### config.mk
export PLATFORM = sky130hd
export DESIGN_NAME = bus_match_unpacker
export DESIGN_NICKNAME = d
export VERILOG_FILES = /design/src/rtl/bus_match_unpacker.sv
export SDC_FILE = /design/constraint.sdc
export NUM_CORES = 1
export LEC_CHECK = 0
export ABC_AREA = 1
export BUFFER_PORTS_ARGS = -buffer_cell sky130_fd_sc_hd__buf_2
export CAP_MARGIN = 20
export CORE_AREA = 2 2 59 88
export DETAILED_ROUTE_END_ITERATION = 16
export DIE_AREA = 0 0 61 90
export GPL_TIMING_DRIVEN = 0
export PLACE_DENSITY = 0.83
export SLEW_MARGIN = 20
export SYNTH_ARGS = -nofsm -noshare
export SYNTH_HDL_FRONTEND = slang
export SYNTH_SLANG_ARGS = --single-unit
### constraint.sdc
create_clock -name clk -period 3.5 [get_ports clk]
set_input_delay 0.525 -clock clk [delete_from_list [all_inputs] [get_ports clk]]
set_output_delay 0.525 -clock clk [all_outputs]
set_load 0.02 [all_outputs]
### src/rtl/bus_match_unpacker.sv
module bus_match_unpacker (
  input  logic        clk,
  input  logic        rst_n,
  input  logic        cfg_byte,
  input  logic        cfg_little,
  input  logic        fifo_empty,
  input  logic [35:0] fifo_data,
  output logic        fifo_rd,
  input  logic        out_ren,
  output logic [17:0] out_data,
  output logic        out_empty
);
  logic        mode_byte, mode_le, held, take;
  logic [1:0]  idx, last, pos;
  logic [35:0] word, cur;

  assign last      = mode_byte ? 2'd3 : 2'd1;
  assign cur       = held ? word : fifo_data;
  assign pos       = mode_le ? idx : 2'(last - idx);
  assign out_empty = !held && fifo_empty;
  assign take      = out_ren && !out_empty;
  assign fifo_rd   = take && !held;

  always_comb begin
    out_data = '0;
    if (mode_byte) begin
      case (pos)
        2'd0:    out_data[8:0] = cur[8:0];
        2'd1:    out_data[8:0] = cur[17:9];
        2'd2:    out_data[8:0] = cur[26:18];
        default: out_data[8:0] = cur[35:27];
      endcase
    end else begin
      out_data = pos[0] ? cur[35:18] : cur[17:0];
    end
  end

  always_ff @(posedge clk) begin
    if (!rst_n) begin
      mode_byte <= cfg_byte;
      mode_le   <= cfg_little;
      held      <= 1'b0;
      idx       <= 2'd0;
      word      <= '0;
    end else if (take) begin
      if (idx == last) begin
        idx  <= 2'd0;
        held <= 1'b0;
      end else begin
        idx  <= idx + 2'd1;
        held <= 1'b1;
        if (!held) word <= fifo_data;
      end
    end
  end

  p_rd_needs_data_r6: assert property (@(posedge clk) disable iff (!rst_n)
    fifo_rd |-> !fifo_empty);
  p_no_rd_mid_word_r6: assert property (@(posedge clk) disable iff (!rst_n)
    held |-> !fifo_rd);
  p_hold_word_r6: assert property (@(posedge clk) disable iff (!rst_n)
    (held && !(out_ren && idx == last)) |=> (held && $stable(word)));
  p_empty_ignored_r8: assert property (@(posedge clk) disable iff (!rst_n)
    (out_empty && out_ren) |=> (!held && idx == 2'd0));
  p_not_empty_held_r7: assert property (@(posedge clk) disable iff (!rst_n)
    held |-> !out_empty);
  p_cfg_fixed_r9: assert property (@(posedge clk) disable iff (!rst_n)
    $past(rst_n) |-> ($stable(mode_byte) && $stable(mode_le)));
  p_byte_upper_zero_r4: assert property (@(posedge clk) disable iff (!rst_n)
    (mode_byte && !out_empty) |-> out_data[17:9] == 9'd0);
endmodule

# ---- Yosys cells after proc, flatten, opt, wreduce, memory -nomap -nowiden
# Index checks and enable logic that the tools add are counted.
dict set report totals {
  ff_bits 41
  out_inout_bits 20
  input_bits 42
  wordCells 27
}
dict set report classes {
  n_mux 9
  eq_ne 3
  n_reduce_logical 7
  n_bitwise 1
  n_addsub 2
}
# op count
set ops {}
lappend ops {{$mux W36} 1}
lappend ops {{$pmux W9 S3} 1}
lappend ops {{$mux W18} 1}
lappend ops {{$mux W9} 2}
lappend ops {{$mux W2} 3}
lappend ops {{$logic_and A1 B1 Y1} 3}
lappend ops {{$add A2 B1 Y2 const B} 1}
lappend ops {{$eq A2 B1 Y1 const B} 1}
lappend ops {{$eq A2 B2 Y1} 1}
lappend ops {{$eq A2 B2 Y1 const B} 1}
lappend ops {{$logic_not A1 Y1} 2}
lappend ops {{$logic_not A2 Y1} 1}
lappend ops {{$reduce_and A2 Y1} 1}
lappend ops {{$sub A2 B2 Y2} 1}
lappend ops {{$mux W1} 1}
lappend ops {{$not A1 Y1} 1}

# ---- Depth between registers and ports, before layout
# Gate-level depths: netlist of the first run.
dict set report depth {
  ltp_word 6
  mapped_depth 11
  depth_no_buf 9
}

# ---- Worst setup path after synthesis of the first run
# Ideal clock, no wire load.
dict set report synth_path {
  path_type {flip-flop to output port}
  start {register mode_le}
  end {output out_data[10]}
  setup_slack_ns 1.518
  arrival_time_ns 1.457
  t_required_ns 2.975
  stages_incl_launch_ff 8
  cell_sequence {edfxtp_1 -> inv_2 -> nand2_1 -> nand2_1 -> buf_6 -> buf_6 -> nor2_2 -> a211oi_1}
}
dict set report synth_between {
  elab_chain_len 3
}
# element line_no
set synth_lines {}
lappend synth_lines {{from (decl)} 13} ;# logic mode_byte, mode_le, held, take;
lappend synth_lines {{from (signal assigned)} 41} ;# mode_le <= cfg_little;
lappend synth_lines {{$mux W2} 19} ;# assign pos = mode_le ? idx : 2'(last - idx);
lappend synth_lines {{$mux W18} 34} ;# out_data = pos[0] ? cur[35:18] : cur[17:0];
lappend synth_lines {{$mux W9} 26} ;# if (mode_byte) begin
lappend synth_lines {{to (decl)} 10} ;# output logic [17:0] out_data,
# No other way between the ends.

# ---- Worst setup path in the final report of the first run
dict set report layout_path {
  start {register mode_byte}
  end {output out_data[5]}
}
dict set report layout_between {
  elab_chain_len 6
  word_cells_on_any_way 8
  classes_between {add/sub: 1; eq/ne: 2; mux: 4; reduce/logical: 1}
}
# element line_no
set layout_lines {}
lappend layout_lines {{from (decl)} 13}
lappend layout_lines {{from (signal assigned)} 40} ;# mode_byte <= cfg_byte;
lappend layout_lines {{$mux W2} 17} ;# assign last = mode_byte ? 2'd3 : 2'd1;
lappend layout_lines {{$sub A2 B2 Y2} 19}
lappend layout_lines {{$mux W2} 19}
lappend layout_lines {{$eq A2 B2 Y1 (tied with other cells)} 27} ;# case (pos)
lappend layout_lines {{$pmux W9 S3} 27}
lappend layout_lines {{$mux W9 *} 26}
# Every way passes the cells marked *; elsewhere a longest branch is shown, timed or not.

==> summary.txt, run 1 <==
Run status: finished clean
Reg clk slew, reported paths: 0.08 ns
CTS tree: done
Slew Limit Fails: 0
Layout cells sized above 1: 25.6%
WS Path Type: flop to output port
Core ar.: 4770 sq um
Post-CTS setup buffers: 0
Vias per Instance: 5.50
Post-synth top cells: 135 x nand2_1, 39 x dfxtp_1, 38 x inv_1
Critical path fanouts, max: 10
Syn_nets: 459
Ant diodes: 0
Leakage: 1.51 nW
Max-Cap Viols: 0
Wire per inst: 14.8 microns
H-tree depth: 2
Top-count cell post-synth: nand2_1
Initial DRC Count: 204
Global-route wire length before repair: 13,200 microns
Tmin final: 2.51 ns
FP Rows: 31
Metal2 WL: 4150 microns
CTS buffer count: 5
Final Hold Vio Count: 0
RSZ-0062 raised after global routing: false
WL met3: 587 microns
FF+latch count, synth: 41
First-pass DRT Iterations: 5
Worst relative slew slack: 69.6%
Number of global-route vias before repair: 2,990
Total gr overflow: 0
Highest metal used: met4
Clock Root Buffer: clkbuf_8
PortBufs: 60
Worst Path Arrival: 1.99 ns
Via count: 3,033
Routed Antenna Nets: 0
Synth Warn #: 0
Final setup vio count: 0
Worst Hold Class: primary input to flop
Ys flop type: dfxtp_1
HP Start: cfg_byte
PwrDens: 467 nW/um^2
Area leader, netlist: dfxtp_1
Seq/Total Area, Yosys: 31.6%
Max rail drop VDD: 0.351 mV
R2R Path Start: mode_byte
Crit path capture type: output port
Met1 wire length: 3080 microns
Ys async rst share: 0%
CTS sink cnt: 41
Final WL: 8130 microns
Final hold slack: 0.398 ns
CP startpoint: mode_byte
Largest cells by area after synthesis: dfxtp_1 29%, nand2_1 19%, o21ai_0 7.0%
Cell Area, Synth: 2660 sq um
Final cell count without fillers: 551
Max Freq: 398 MHz
Fin util: 66.5%
Longest Clk Path Bufs: 2
Gate count after technology mapping: 417
Post-synth EDFFs: 2
Die area: 5490 sq um
Hold Buf Count CTS: 0
Die H: 90 microns
Layout Nets: 526
Syn avg cell area: 6.39 sq um
RePlAce Congestion: 0.959
Drc violations: 0
Worst slew pin tran: 0.456 ns
Setup total negative slack: 0 ns
Share of the synthesized area in the top cell type: 29.3%
CP required: 2.97 ns
Die width: 61 microns
Worst Skew: 0.00945 ns
Post-DP HPWL: 6210 microns
Placed cells: 543
Period utilization: 71.8%
Post-synth cell types: 25
Total power: 0.00148 W
CP Launch Type: flop
Clock insertion delay at the later pin of the skew report: 0.31 ns
Antenna violations before repair: 0
IO Pins: 62
Gr usage total: 31.8%
Largest net degree at the start of global routing: 14
Area growth syn-to-layout: 19.2%
Starting Density: 55.8%
Post-CTS sizing: 0
-- kinds of logic (layout without fill, tap and decap cells) --
kind of cell,Yosys count,in the layout,share of synthesized area (%)
buffers and inverters,74,142,14.5
AO/OA/AOI/OAI,121,121,26.4
flip-flops,41,41,31.6
AND/OR/NAND/NOR,181,181,27.5
-- routing by layer --
layer  vias up  global-route usage, %
li1       1474                      -
met1      1367                   36.2
met2       164                   53.0
met3        28                   5.90
met4         0                   17.8
met5         -                      0
-- through the flow --
stage	worst slack (ns)	cell area [sq um]
detailed placement	1.35	3050
CTS	1.02	3170
global placement	1.39	3050
finish	0.986	3170
global route	0.817	3170
floorplan	1.52	2660
-- layout by cell type, fill, tap and decap left out, drive strengths merged, types with 2 or more instances in the layout --
| cell | instances |
|---|---|
| a211oi | 6 |
| a21oi | 34 |
| buf | 84 |
| clkbuf | 11 |
| dfxtp | 39 |
| edfxtp | 2 |
| inv | 45 |
| nand2 | 141 |
| nand3 | 4 |
| nand4 | 3 |
| nor2 | 32 |
| o211ai | 9 |
| o21ai | 72 |
-- report_power, final --
group,total [W],switching (W),leakage [nW],internal [W]
Sequential,0.000543,0.0000243,0.343,0.000519
Clock,0.000432,0.000178,0.0663,0.000255
Combinational,0.000505,0.000330,1.10,0.000175
Total,0.00148,0.000532,1.51,0.000949
-- cell type report --
class | instances | area [sq um]
plain buffers | 29 | 218
clock buffers | 6 | 93.8
clock inverters | 2 | 35.0
fillers | 468 | 1600
inverters | 45 | 169
multi-input cells | 302 | 1440
flip-flops and latches | 41 | 841
well taps | 66 | 82.6
repair buffers | 60 | 300
-- worst max-delay path, stage by stage, from the launching register on --
cell      delay (ns)
edfxtp_1        0.37
buf_4           0.18
nand2_2         0.12
nand3_1         0.08
nand2_1         0.16
buf_2           0.27
nand3_1         0.10
nand3_1         0.08
nand2_1         0.06
nand2_1         0.09
buf_2           0.17
-- path summary, 6_finish.rpt --
kind / to / slack [ns] / depth (start not counted)
max reg2reg: word[29] / 1.97 / 9
max: out_data[5] / 0.99 / 10
min reg2reg: word[14] / 0.46 / 2
min: mode_byte / 0.40 / 1
-- sequential cells by signal (all words and copies together) (netlist names) --
signal	cells
word	36
idx	2
mode_byte	1
mode_le	1
held	1
(Power assumes the default switching activity.)
==> inputs of run 2 (changes only) <==
Settings changed: CORE_AREA 2 2 59 88 to 2 2 64 96, DIE_AREA 0 0 61 90 to 0 0 66 98, PLACE_DENSITY 0.83 to 0.74.
Clock period 3.5 ns to 2.1 ns, I/O delays scaled along.
==> summary.txt, run 2 (synthesis gave the netlist of run 1 again) <==
R2R setup slack: 0.55 ns
Longest Clk Path Bufs: 2
Period utilization: 101%
RePlAce Congestion: 0.931
Metal2 WL: 4360 microns
Die width: 66 microns
Fin area: 3520 sq um
Total gr overflow: 0
Final WL: 8840 microns
FP Rows: 34
Final hold slack: 0.192 ns
Max reg flops: 36
Post-DP Area: 3050 sq um
CTS buffer count: 5
Hold Buf Count CTS: 0
Failing checks: setup timing
Most frequent cells in the layout: 129 x nand2_1, 57 x buf_2, 38 x inv_1, 37 x dfxtp_1, 35 x o21ai_0
Most common cell after layout, fill and taps aside: nand2_1
Reg clk slew, reported paths: 0.08 ns
Crit path capture type: output port
PortBufs: 60
Area growth syn-to-layout: 32.2%
Slew Limit Fails: 0
Drc violations: 0
Global-route wire length before repair: 13,300 microns
Max Freq: 470 MHz
Routed Antenna Nets: 0
Clock insertion delay at the later pin of the skew report: 0.30 ns
Psw: 0.000938 W
Number of global-route vias before repair: 2,843
Antenna violations before repair: 0
Layout filler cell count: 560
Combinational fraction of design power: 40.4%
Worst Skew: 0.00682 ns
Sw Share: 37.5%
Layout Nets: 544
Die area: 6470 sq um
CTS tree: done
Top reg by flops: word
CP Launch Type: flop
Final worst slack: -0.0293 ns
Die H: 98 microns
First-pass DRT Iterations: 5
CTS sink cnt: 41
IO Pins: 62
Critical path fanouts, max: 10
Run status: complete, but fails checks
Tmin final: 2.13 ns
Max-Cap Viols: 0
Worst relative slew slack: 66.3%
CP required: 1.78 ns
Reg power frac: 36.1%
Worst Hold Class: primary input to flop
Final cell count without fillers: 574
Final setup vio count: 6
Clock Root Buffer: clkbuf_8
Met1 wire length: 3360 microns
Layout cells sized above 1: 33.9%
Power Internal: 0.00157 W
Vias per Instance: 5.43
PwrDens: 711 nW/um^2
Via count: 3,114
Core ar.: 5700 sq um
Placed cells: 549
H-tree depth: 2
Initial DRC Count: 182
Ant diodes: 0
Worst slew pin tran: 0.506 ns
Post-DP HPWL: 6000 microns
Wire per inst: 15.4 microns
Leakage: 1.65 nW
Biggest regs: word (36), idx (2)
Largest net degree at the start of global routing: 13
Max rail drop VDD: 0.398 mV
WL met3: 622 microns
Clock Power Share: 23.5%
Fin util: 61.8%
Pre-CTS setup slack: 0.186 ns
RSZ-0062 raised after global routing: true
Worst Path Arrival: 1.81 ns
WS Path Type: flop to output port
Final Hold Vio Count: 0
Starting Density: 46.7%
Highest metal used: met4
Gr usage total: 26.5%
-- run 2: power by group through the flow --
stage          clock network [W]  registers (W)  logic [W]
5_1_grt                 0.000620       0.000911    0.00110
4_1_cts                 0.000591       0.000901   0.000863
3_3_place_gp                   0       0.000915   0.000812
2_1_floorplan                  0       0.000910   0.000590
6_report                0.000589       0.000904    0.00101
3_5_place_dp                   0       0.000919   0.000826
-- run 2: cell type report --
| class | count | area, sq um | share of cell area (%) |
|---|---|---|---|
| Clock buffer | 6 | 93.8 | 2.67 |
| Multi-Input combinational cell | 302 | 1550 | 44.1 |
| Tap cell | 72 | 90.1 | 2.56 |
| Buffer | 29 | 270 | 7.68 |
| Sequential cell | 41 | 846 | 24.0 |
| Inverter | 45 | 171 | 4.87 |
| Timing Repair Buffer | 78 | 492 | 14.0 |
| Clock inverter | 1 | 5.00 | 0.142 |
-- run 2: layer usage --
layer	up-vias	global-route usage (%)
met5	-	0
met4	0	15.2
met3	38	4.15
met2	128	43.5
met1	1439	32.3
li1	1509	-
-- run 2: final timing paths --
check / start / to / cells past startpoint
worst max register to register: mode_byte / word[29] / 10
worst max-delay path: mode_le / out_data[4] / 9
worst min-delay path: cfg_byte / mode_byte / 1
worst min register to register: word[22] / word[22] / 2
-- run 2: what timing repair did --
item | CTS | global route
endpoints found under the hold margin | 0 | 0
resized for setup | 17 | 52
endpoints found under the setup margin | 10 | 16
gates cloned | 0 | 4
pin swaps | 0 | 10
buffers inserted | 1 | 13
-- run 2: critical path, cell delays in order, from the launching register on --
cell	delay (ns)
edfxtp_1	0.46
buf_4	0.17
buf_4	0.13
nand2_1	0.08
nand2_2	0.09
buf_6	0.16
nand2_1	0.06
nand2_1	0.06
o21ai_2	0.17
buf_6	0.14
-- run 2: through the flow --
stage,total power [W],TNS [ns]
3_3_place_gp,0.00173,0
6_report,0.00250,-0.0978
3_5_place_dp,0.00174,0
2_1_floorplan,0.00150,0
4_1_cts,0.00235,0
5_1_grt,0.00263,-0.466
==> inputs of run 3 (changes only) <==
Settings changed: PLACE_DENSITY 0.74 to 0.84.
==> summary.txt, run 3 (synthesis gave the netlist of run 1 again) <==
Critical path fanouts, max: 5
Die width: 66 microns
PortBufs: 60
Max reg flops: 36
First-pass DRT Iterations: 5
Clock Root Buffer: clkbuf_8
Biggest regs: word (36), idx (2)
Layout cells sized above 1: 34.9%
Post-DP HPWL: 6000 microns
Crit path to: out_data[5]
Number of global-route vias before repair: 2,802
CTS tree: done
Final worst slack: 0.0132 ns
H-tree depth: 2
Clock insertion delay at the later pin of the skew report: 0.30 ns
Period utilization: 99.4%
Initial DRC Count: 284
Slowest stage delay, CP: 0.48 ns
FP Rows: 34
Most frequent cells in the layout: 128 x nand2_1, 53 x buf_2, 38 x inv_1, 37 x dfxtp_1, 35 x o21ai_0
Leakage: 1.64 nW
RePlAce Congestion: 0.945
Reg clk slew, reported paths: 0.08 ns
Fin area: 3510 sq um
Total power: 0.00246 W
Routed Antenna Nets: 0
Largest net degree at the start of global routing: 13
Core ar.: 5700 sq um
Drc violations: 0
IO Pins: 62
Post-DP Area: 3050 sq um
Via count: 3,224
Hold Buf Count CTS: 0
Worst Skew: 0.00667 ns
Worst relative slew slack: 65.9%
CP required: 1.78 ns
Die area: 6470 sq um
CP Cell Sequence: inv_2, buf_4, nand3_2, nand2_4, buf_6, nand3_1, nand3_1, nand2_1, nand2_2, buf_6
Longest Clk Path Bufs: 2
Tmin final: 2.09 ns
RSZ-0062 raised after global routing: true
WS Path Type: flop to output port
Antenna violations before repair: 0
PwrDens: 700 nW/um^2
Final setup vio count: 0
Max rail drop VDD: 0.568 mV
Worst Path Arrival: 1.77 ns
Path depth of the worst reg2reg path: 8
Global-route wire length before repair: 13,100 microns
R2R setup slack: 0.63 ns
Layout Nets: 540
Gr usage total: 25.9%
Vias per Instance: 5.65
Max-Cap Viols: 0
Slew Limit Fails: 0
Die H: 98 microns
Reg2reg end: word[26]
Starting Density: 46.7%
Max Freq: 479 MHz
Wire per inst: 15.8 microns
CTS buffer count: 5
Worst Hold Class: primary input to flop
Worst slew pin tran: 0.512 ns
R2R Path Start: mode_byte
Pre-CTS setup slack: 0.187 ns
Crit path capture type: output port
CP startpoint: mode_le
CTS sink cnt: 41
Final WL: 9010 microns
Final Hold Vio Count: 0
CP Launch Type: flop
Most common cell after layout, fill and taps aside: nand2_1
Total gr overflow: 0
Ant diodes: 0
Run status: finished clean
Area growth syn-to-layout: 31.9%
Critical path's slowest cell: edfxtp_1
Top reg by flops: word
run 3: area by class of cell:
cell class	count	area (sq um)
Sequential cell	41	846
Buffer	29	270
Clock buffer	6	72.6
Clock inverter	2	10.0
Timing Repair Buffer	74	464
Tap cell	72	90.1
Inverter	45	171
Multi-Input combinational cell	302	1590
Fill cell	532	2190
run 3: worst min-delay path by stage:
stage | slack, ns | depth (start not counted) | start | to
floorplan | 0.41 | 0 | cfg_byte | mode_byte
detailed placement | 0.45 | 2 | word[25] | word[25]
global placement | 0.44 | 2 | word[26] | word[26]
finish | 0.19 | 1 | cfg_byte | mode_byte
CTS | 0.19 | 1 | cfg_byte | mode_byte
global route | 0.18 | 1 | cfg_byte | mode_byte
run 3: repair_timing:
item | in CTS | in global routing
setup endpoints to repair | 10 | 16
pin swaps | 0 | 9
buffers inserted | 0 | 8
resized for setup | 16 | 65
gates cloned | 0 | 6
hold endpoints to repair | 0 | 0
run 3: where the power goes:
group / switching [W] / internal [W]
registers: 0.0000412 / 0.000865
clock network: 0.000290 / 0.000231
logic: 0.000625 / 0.000408
run 3: layer usage:
layer  vias to the layer above  share of wire (%)  global-route usage, %
li1                       1502                  -                      -
met1                      1469                 36                   30.7
met2                       195                 49                   43.5
met3                        58                8.2                   3.92
met4                         0                7.2                   14.9
met5                         -                  0                      0
run 3: worst max-delay path, delay by kind of cell, from the launching register on:
| family | cells | cell delay, ns |
|---|---|---|
| simple gates | 6 | 0.51 |
| flops | 1 | 0.48 |
| buf+inv | 4 | 0.49 |
run 3: through the flow:
step	utilization, %	hold WS, ns	TNS, ns	std cells
4_1_cts	55.9	0.191	0	557
6_report	61.6	0.193	0	571
5_1_grt	61.6	0.180	-0.439	571
3_3_place_gp	53.6	0.440	0	549
2_1_floorplan	-	0.414	0	417
3_5_place_dp	53.6	0.448	0	549
